$ cat src/rtl/ifu_pkg.sv
package ifu_pkg;

    localparam int unsigned IFU_W  = 16;
    localparam int unsigned OP_LSB = 12;

    localparam logic [3:0] OP_JUMP   = 4'h0;
    localparam logic [3:0] OP_BRANCH = 4'h1;
    localparam logic [3:0] OP_PCCAP  = 4'h7;

    typedef enum logic [2:0] {
        ST_BOOT,
        ST_ISSUE,
        ST_LATCH,
        ST_EXEC,
        ST_PCV
    } ifu_state_e;

    typedef struct packed {
        ifu_state_e       state;
        logic [IFU_W-1:0] pc;
        logic [IFU_W-1:0] ir;
        logic             ov;
        logic [IFU_W-1:0] od;
    } ifu_regs_t;

endpackage

$ cat src/rtl/ifu_fifo.sv
module ifu_fifo #(
    parameter int unsigned WIDTH = 16,
    parameter int unsigned DEPTH = 4
) (
    input  logic             clk,
    input  logic             rst_n,
    input  logic             in_valid,
    output logic             in_ready,
    input  logic [WIDTH-1:0] in_data,
    output logic             out_avail,
    output logic [WIDTH-1:0] out_data,
    input  logic             pop
);
    localparam int unsigned PTR_W = (DEPTH > 1) ? $clog2(DEPTH) : 1;
    localparam int unsigned CNT_W = $clog2(DEPTH + 1);

    logic [WIDTH-1:0] slot_q [DEPTH];
    logic [WIDTH-1:0] slot_d [DEPTH];
    logic [PTR_W-1:0] wr_q, wr_d, rd_q, rd_d;
    logic [CNT_W-1:0] cnt_q, cnt_d;
    logic             push;

    function automatic logic [PTR_W-1:0] step(input logic [PTR_W-1:0] p);
        return (p == PTR_W'(DEPTH - 1)) ? '0 : p + 1'b1;
    endfunction

    assign in_ready  = (cnt_q != CNT_W'(DEPTH));
    assign out_avail = (cnt_q != '0);
    assign out_data  = slot_q[rd_q];
    assign push      = in_valid && in_ready;

    always_comb begin
        slot_d = slot_q;
        wr_d   = wr_q;
        rd_d   = rd_q;
        if (push) begin
            slot_d[wr_q] = in_data;
            wr_d         = step(wr_q);
        end
        if (pop) begin
            rd_d = step(rd_q);
        end
        cnt_d = cnt_q + CNT_W'(push) - CNT_W'(pop);
    end

    always_ff @(posedge clk) begin
        if (!rst_n) begin
            wr_q  <= '0;
            rd_q  <= '0;
            cnt_q <= '0;
        end else begin
            wr_q  <= wr_d;
            rd_q  <= rd_d;
            cnt_q <= cnt_d;
        end
        slot_q <= slot_d;
    end

    // an entry is only removed when one is held
    a_r10_pop_nonempty: assert property (@(posedge clk) disable iff (!rst_n)
        pop |-> out_avail);

    // a full queue refuses new entries until one leaves
    a_r10_full_holds: assert property (@(posedge clk) disable iff (!rst_n)
        (!in_ready && !pop) |=> !in_ready);

endmodule

$ cat src/rtl/ifu_turn_arb.sv
module ifu_turn_arb (
    input  logic clk,
    input  logic rst_n,
    input  logic fetch_issue,
    input  logic dside_req,
    output logic fetch_ok,
    output logic dside_gnt
);
    logic turn_q, turn_d;   // 0: fetch side's turn, 1: data side's turn

    assign fetch_ok  = !turn_q || !dside_req;
    assign dside_gnt = turn_q && dside_req;

    always_comb begin
        turn_d = turn_q;
        if (fetch_issue) begin
            turn_d = 1'b1;
        end else if (dside_gnt) begin
            turn_d = 1'b0;
        end
    end

    always_ff @(posedge clk) begin
        if (!rst_n) turn_q <= 1'b0;
        else        turn_q <= turn_d;
    end

    // after a read, a waiting data side is served next
    a_r7_handoff: assert property (@(posedge clk) disable iff (!rst_n)
        (fetch_issue && dside_req) |=> (dside_req |-> dside_gnt));

    // the port never serves both sides in one cycle
    a_r7_exclusive: assert property (@(posedge clk) disable iff (!rst_n)
        !(fetch_issue && dside_gnt));

endmodule

$ cat src/rtl/ifu_top.sv
module ifu_top
    import ifu_pkg::*;
#(
    parameter int unsigned CC_DEPTH = 4,
    parameter int unsigned JT_DEPTH = 4
) (
    input  logic              clk,
    input  logic              rst_n,
    output logic              mem_rd,
    output logic [IFU_W-1:0]  mem_addr,
    input  logic [IFU_W-1:0]  mem_rdata,
    input  logic              dside_req,
    output logic              dside_gnt,
    input  logic              cc_valid,
    output logic              cc_ready,
    input  logic              cc_bit,
    input  logic              jt_valid,
    output logic              jt_ready,
    input  logic [IFU_W-1:0]  jt_addr,
    output logic              dec_valid,
    input  logic              dec_ready,
    output logic [IFU_W-1:0]  dec_data
);
    localparam int unsigned BR_OFS_W = OP_LSB;
    localparam int unsigned PC_OFS_W = 8;

    ifu_regs_t        r_q, r_d;
    logic             fetch_ok;
    logic             cc_avail, cc_pop;
    logic [0:0]       cc_head;
    logic             jt_avail, jt_pop;
    logic [IFU_W-1:0] jt_head;
    logic [3:0]       op;
    logic             slot_free;
    logic [IFU_W-1:0] br_ofs, cap_ofs;

    ifu_fifo #(.WIDTH(1), .DEPTH(CC_DEPTH)) cc_q_i (
        .clk      (clk),
        .rst_n    (rst_n),
        .in_valid (cc_valid),
        .in_ready (cc_ready),
        .in_data  (cc_bit),
        .out_avail(cc_avail),
        .out_data (cc_head),
        .pop      (cc_pop)
    );

    ifu_fifo #(.WIDTH(IFU_W), .DEPTH(JT_DEPTH)) jt_q_i (
        .clk      (clk),
        .rst_n    (rst_n),
        .in_valid (jt_valid),
        .in_ready (jt_ready),
        .in_data  (jt_addr),
        .out_avail(jt_avail),
        .out_data (jt_head),
        .pop      (jt_pop)
    );

    ifu_turn_arb arb_i (
        .clk        (clk),
        .rst_n      (rst_n),
        .fetch_issue(mem_rd),
        .dside_req  (dside_req),
        .fetch_ok   (fetch_ok),
        .dside_gnt  (dside_gnt)
    );

    assign op        = r_q.ir[IFU_W-1:OP_LSB];
    assign slot_free = !r_q.ov || dec_ready;
    assign br_ofs    = {{(IFU_W-BR_OFS_W){r_q.ir[BR_OFS_W-1]}}, r_q.ir[BR_OFS_W-1:0]};
    assign cap_ofs   = {{(IFU_W-PC_OFS_W){r_q.ir[PC_OFS_W-1]}}, r_q.ir[PC_OFS_W-1:0]};

    always_comb begin
        r_d    = r_q;
        mem_rd = 1'b0;
        cc_pop = 1'b0;
        jt_pop = 1'b0;
        if (r_q.ov && dec_ready) r_d.ov = 1'b0;
        unique case (r_q.state)
            ST_BOOT: r_d.state = ST_ISSUE;
            ST_ISSUE: begin
                if (fetch_ok) begin
                    mem_rd    = 1'b1;
                    r_d.state = ST_LATCH;
                end
            end
            ST_LATCH: begin
                r_d.ir    = mem_rdata;
                r_d.state = ST_EXEC;
            end
            ST_EXEC: begin
                if (op == OP_JUMP) begin
                    if (jt_avail) begin
                        jt_pop    = 1'b1;
                        r_d.pc    = jt_head;
                        r_d.state = ST_ISSUE;
                    end
                end else if (op == OP_BRANCH) begin
                    if (cc_avail) begin
                        cc_pop    = 1'b1;
                        r_d.pc    = cc_head[0] ? r_q.pc + br_ofs : r_q.pc + 1'b1;
                        r_d.state = ST_ISSUE;
                    end
                end else if (slot_free) begin
                    r_d.ov = 1'b1;
                    r_d.od = r_q.ir;
                    if (op == OP_PCCAP) begin
                        r_d.state = ST_PCV;
                    end else begin
                        r_d.pc    = r_q.pc + 1'b1;
                        r_d.state = ST_ISSUE;
                    end
                end
            end
            ST_PCV: begin
                if (slot_free) begin
                    r_d.ov    = 1'b1;
                    r_d.od    = r_q.pc + cap_ofs;
                    r_d.pc    = r_q.pc + 1'b1;
                    r_d.state = ST_ISSUE;
                end
            end
            default: r_d.state = ST_BOOT;
        endcase
    end

    always_ff @(posedge clk) begin
        if (!rst_n) begin
            r_q       <= '0;
            r_q.state <= ST_BOOT;
        end else begin
            r_q <= r_d;
        end
    end

    assign mem_addr  = r_q.pc;
    assign dec_valid = r_q.ov;
    assign dec_data  = r_q.od;

    // a served jump redirects the next read to the queued target
    a_r3_jump_target: assert property (@(posedge clk) disable iff (!rst_n)
        (r_q.state == ST_EXEC && op == OP_JUMP && jt_avail) |=> (mem_addr == $past(jt_head)));

    // a control instruction facing an empty queue freezes the PC and reads nothing
    a_r5_stall_freeze: assert property (@(posedge clk) disable iff (!rst_n)
        (r_q.state == ST_EXEC &&
         ((op == OP_JUMP && !jt_avail) || (op == OP_BRANCH && !cc_avail)))
        |=> ($stable(mem_addr) && !mem_rd));

    // a read strobe never lasts two cycles
    a_r8_single_read: assert property (@(posedge clk) disable iff (!rst_n)
        mem_rd |=> !mem_rd);

    // a refused beat stays put
    a_r9_hold_beat: assert property (@(posedge clk) disable iff (!rst_n)
        (dec_valid && !dec_ready) |=> (dec_valid && $stable(dec_data)));

endmodule

$ cat config.mk
export PLATFORM = sky130hd
export DESIGN_NAME = ifu_top
export DESIGN_NICKNAME = d
export VERILOG_FILES = /design/src/rtl/ifu_pkg.sv /design/src/rtl/ifu_fifo.sv /design/src/rtl/ifu_turn_arb.sv /design/src/rtl/ifu_top.sv
export SDC_FILE = /design/constraint.sdc
export NUM_CORES = 1
export LEC_CHECK = 0
export ABC_CLOCK_PERIOD_IN_PS = 2800
export BUFFER_PORTS_ARGS = -buffer_cell sky130_fd_sc_hd__buf_2
export CORE_ASPECT_RATIO = 0.5
export CORE_MARGIN = 5
export CORE_UTILIZATION = 45
export CTS_BUF_LIST = sky130_fd_sc_hd__clkbuf_8
export DETAILED_ROUTE_END_ITERATION = 7
export PLACE_DENSITY = 0.66
export SLEW_MARGIN = 10
export SYNTH_ARGS = -nofsm -noshare
export SYNTH_HDL_FRONTEND = slang
export SYNTH_SLANG_ARGS = --single-unit
$ cat constraint.sdc
create_clock -name clk -period 2.8 [get_ports clk]
set_clock_uncertainty 0.2 [all_clocks]
set_input_delay 0.28 -clock clk [delete_from_list [all_inputs] [get_ports clk]]
set_output_delay 0.28 -clock clk [all_outputs]
set_load 0.05 [all_outputs]
==> results.ini <==
[outcome]
status = complete, no violations

[routing]
wire_per_inst_um = 18.0
avgViaCountPerCell = 5.63
wl_met1_um = 9210
via_count = 6139
firstDrtPassIters = 5
drc = 0
met3_length_um = 1300
routed_wl_um = 19700
postRouteAntennaNets = 0
drt_iter0_markers = 612
dr_wl_met2_um = 8890
top_layer = met4

[finish]
syn2layout_area_growth_pct = 18.6
final_area_um2 = 8850
fillers = 1436
drive_gt1_share_pct = 21.0
layout.cells.non_filler = 1091
fin_nets = 929
utilization_pct = 54.3

[sta]
finalCritPeriodShare_pct = 95.7
slew_headroom_pct = 53.4
setup_viol = 0
tightest_slew_ps = 694
hold-worst-slack_ps = 128
rsz0062_at_grt = false
hold_viol = 0
drv_slew = 0
timing.final.crit_period_ps = 2680
finalSetupTns_ps = 0
fmax_mhz = 373
setup_slack_ps = 120

[die]
start_util_pct = 45.7
io_pins = 76
die_h_um = 101
die_area_um2 = 19400
die_w_um = 192
core-area_um2 = 16300
num_rows = 33

[setup_path]
endpoint_kind = flip-flop
start_kind = flip-flop
crit_path_start = op[3]$_SDFFE_PN0N_
reg2regPathDepth = 8
cp_common_cell = ha_1
cp_data_arrival_time_ps = 2840
required_ps = 2960
path_cells = or3_4 -> or4_4 -> clkinv_1 -> ha_1 -> inv_1 -> ha_1 -> fa_1 -> and2_1
cpMaxStageDelayCell = or4_4
worstSetupPathType = reg -> reg
crit_fanout = 4
slowest_delay_ps = 530
timing.rr.start = op[3]$_SDFFE_PN0N_

[yosys]
syn_area_um2 = 7460
synth_top_family_by_area = compound AO/OA/AOI/OAI gates
synth_common_cells = nand2_1 (78), a21oi_1 (70), edfxtp_1 (68)
yosys.area.top_type_share_pct = 27.4
post-synth-top-count-cell = nand2_1
ys_top_cells_by_area = edfxtp_1 (27%), dfxtp_1 (18%), ha_1 (6.2%)
synth_compound_area_share_pct = 16.7
synth_cells = 742
synth_edf_count = 68
synth_nets = 821
synthAdderAreaFrac_pct = 7.01
synth_top_area_cell = edfxtp_1
synth-simple-area-share_pct = 15.6
yosys_warnings = 0
synth_mux_area_share_pct = 6.20
synth_xor_area_share_pct = 2.82
yosysUniqueCellTypes = 76
yosysSeqAreaShare_pct = 45.3
ys_ff_latch = 135
synth-main-ff-cell = edfxtp_1
async_flop_share_pct = 0
syn_avg_cell_area_um2 = 10.1

[cts]
cts-root-buf = clkbuf_8
clk_latency_ps = 460
cts_tree = yes
numCtsBuffers = 17
htreeDepth = 4
clk_pin_slew_ps = 90
clockBufferDepth = 2
cts.sinks = 135

[pwr]
finalPower_mw = 5.26
vdd_drop_max_v = 0.000311
power_density_nw_per_um2 = 594
leakage_nw = 3.50

[placement]
port_buffers = 75
routabilityCongestion = 0.884
dp_hpwl_um = 14500
dp.cells = 1021
post_dp_cell_area_um2 = 8050
place_ws_ps = 51.1

[global_route]
overflow = 0
grt_pass1_vias = 5977
grt_max_degree = 33
grt_usage_pct = 20.9
antenna_found_initial = 1
grt_pass1_wl_um = 31700

[hold_path]
hold_depth = 4
min_from = dec_ready
hold_class = in -> reg

[flow_run]
cap_violations = 0

==> critical path: cells and delay by family (launching register included) <==
family / cells / cell delay [ps]
AND/OR/NAND/NOR: 3 / 1120
buffers and inverters: 2 / 150
flip-flops: 1 / 320
adder cells (fa/ha/maj): 3 / 790
==> registers in the layout, summed over array words and instances, names as in the netlist, 4 cells and up <==
name / count
cc_q_i.slot_q: 4
jt_q_i.slot_q: 64
op: 4
br_ofs: 12
dec_data: 16
mem_addr: 16
==> what timing repair did <==
action / 4_1_cts / 5_1_grt
endpoints found under the setup margin: 0 / 4
resized for setup: 0 / 1
endpoints found under the hold margin: 94 / 0
hold buffers: 37 / 0
buffers inserted: 0 / 0
==> metal layers <==
metal | track usage [%] | vias to the layer above
met5 | 0 | -
met4 | 5.53 | 0
met1 | 29.7 | 2958
met2 | 33.0 | 196
li1 | - | 2954
met3 | 3.98 | 31
==> layout by cell type, fill, tap and decap left out, drive strengths merged, types with 10 or more instances in the layout <==
cell type / count
and3: 14
nand2: 78
clkbuf: 17
xnor2: 16
nor3: 21
dlygate4sd3: 37
a21oi: 71
ha: 37
dfxtp: 67
mux4: 17
inv: 33
o21ai: 43
edfxtp: 68
nor2: 46
and2: 10
nand3: 19
buf: 116
==> cell type report <==
class | instances | area (um2) | area share [%]
Multi-Input combinational cell | 519 | 3620 | 40.9
Sequential cell | 135 | 3380 | 38.2
Timing Repair Buffer | 153 | 1050 | 11.9
Tap cell | 227 | 284 | 3.21
Clock buffer | 17 | 234 | 2.64
Clock inverter | 15 | 186 | 2.11
Inverter | 24 | 90.1 | 1.02
Antenna cell | 1 | 2.50 | 0.0283
==> logic make-up (layout without fill, tap and decap cells) <==
| group | after synthesis | count (layout) |
|---|---|---|
| adders and majority gates | 40 | 40 |
| and+or+nand+nor | 235 | 235 |
| AOI/OAI and AO/OA | 195 | 195 |
| buffers and inverters | 88 | 209 |
| DFF | 135 | 135 |
| other | 0 | 1 |
| xor gates and xnor gates | 24 | 24 |
| muxes | 25 | 25 |
==> final timing paths <==
path,end,slack [ps]
worst min register to register,dec_data[5]$_SDFFE_PN0P_,260
worst max-delay path,jt_q_i.cnt_q[1]$_SDFF_PN0_,120
worst min-delay path,dec_valid$_SDFF_PN0_,130
worst max register to register,jt_q_i.cnt_q[1]$_SDFF_PN0_,120
==> where the power goes <==
part           total, mW  switching [mW]  internal [mW]
logic               1.19           0.722          0.472
registers           2.38           0.124           2.25
clock network       1.69           0.988          0.700
total               5.26            1.83           3.42
Power figures use the tool's default switching activity.
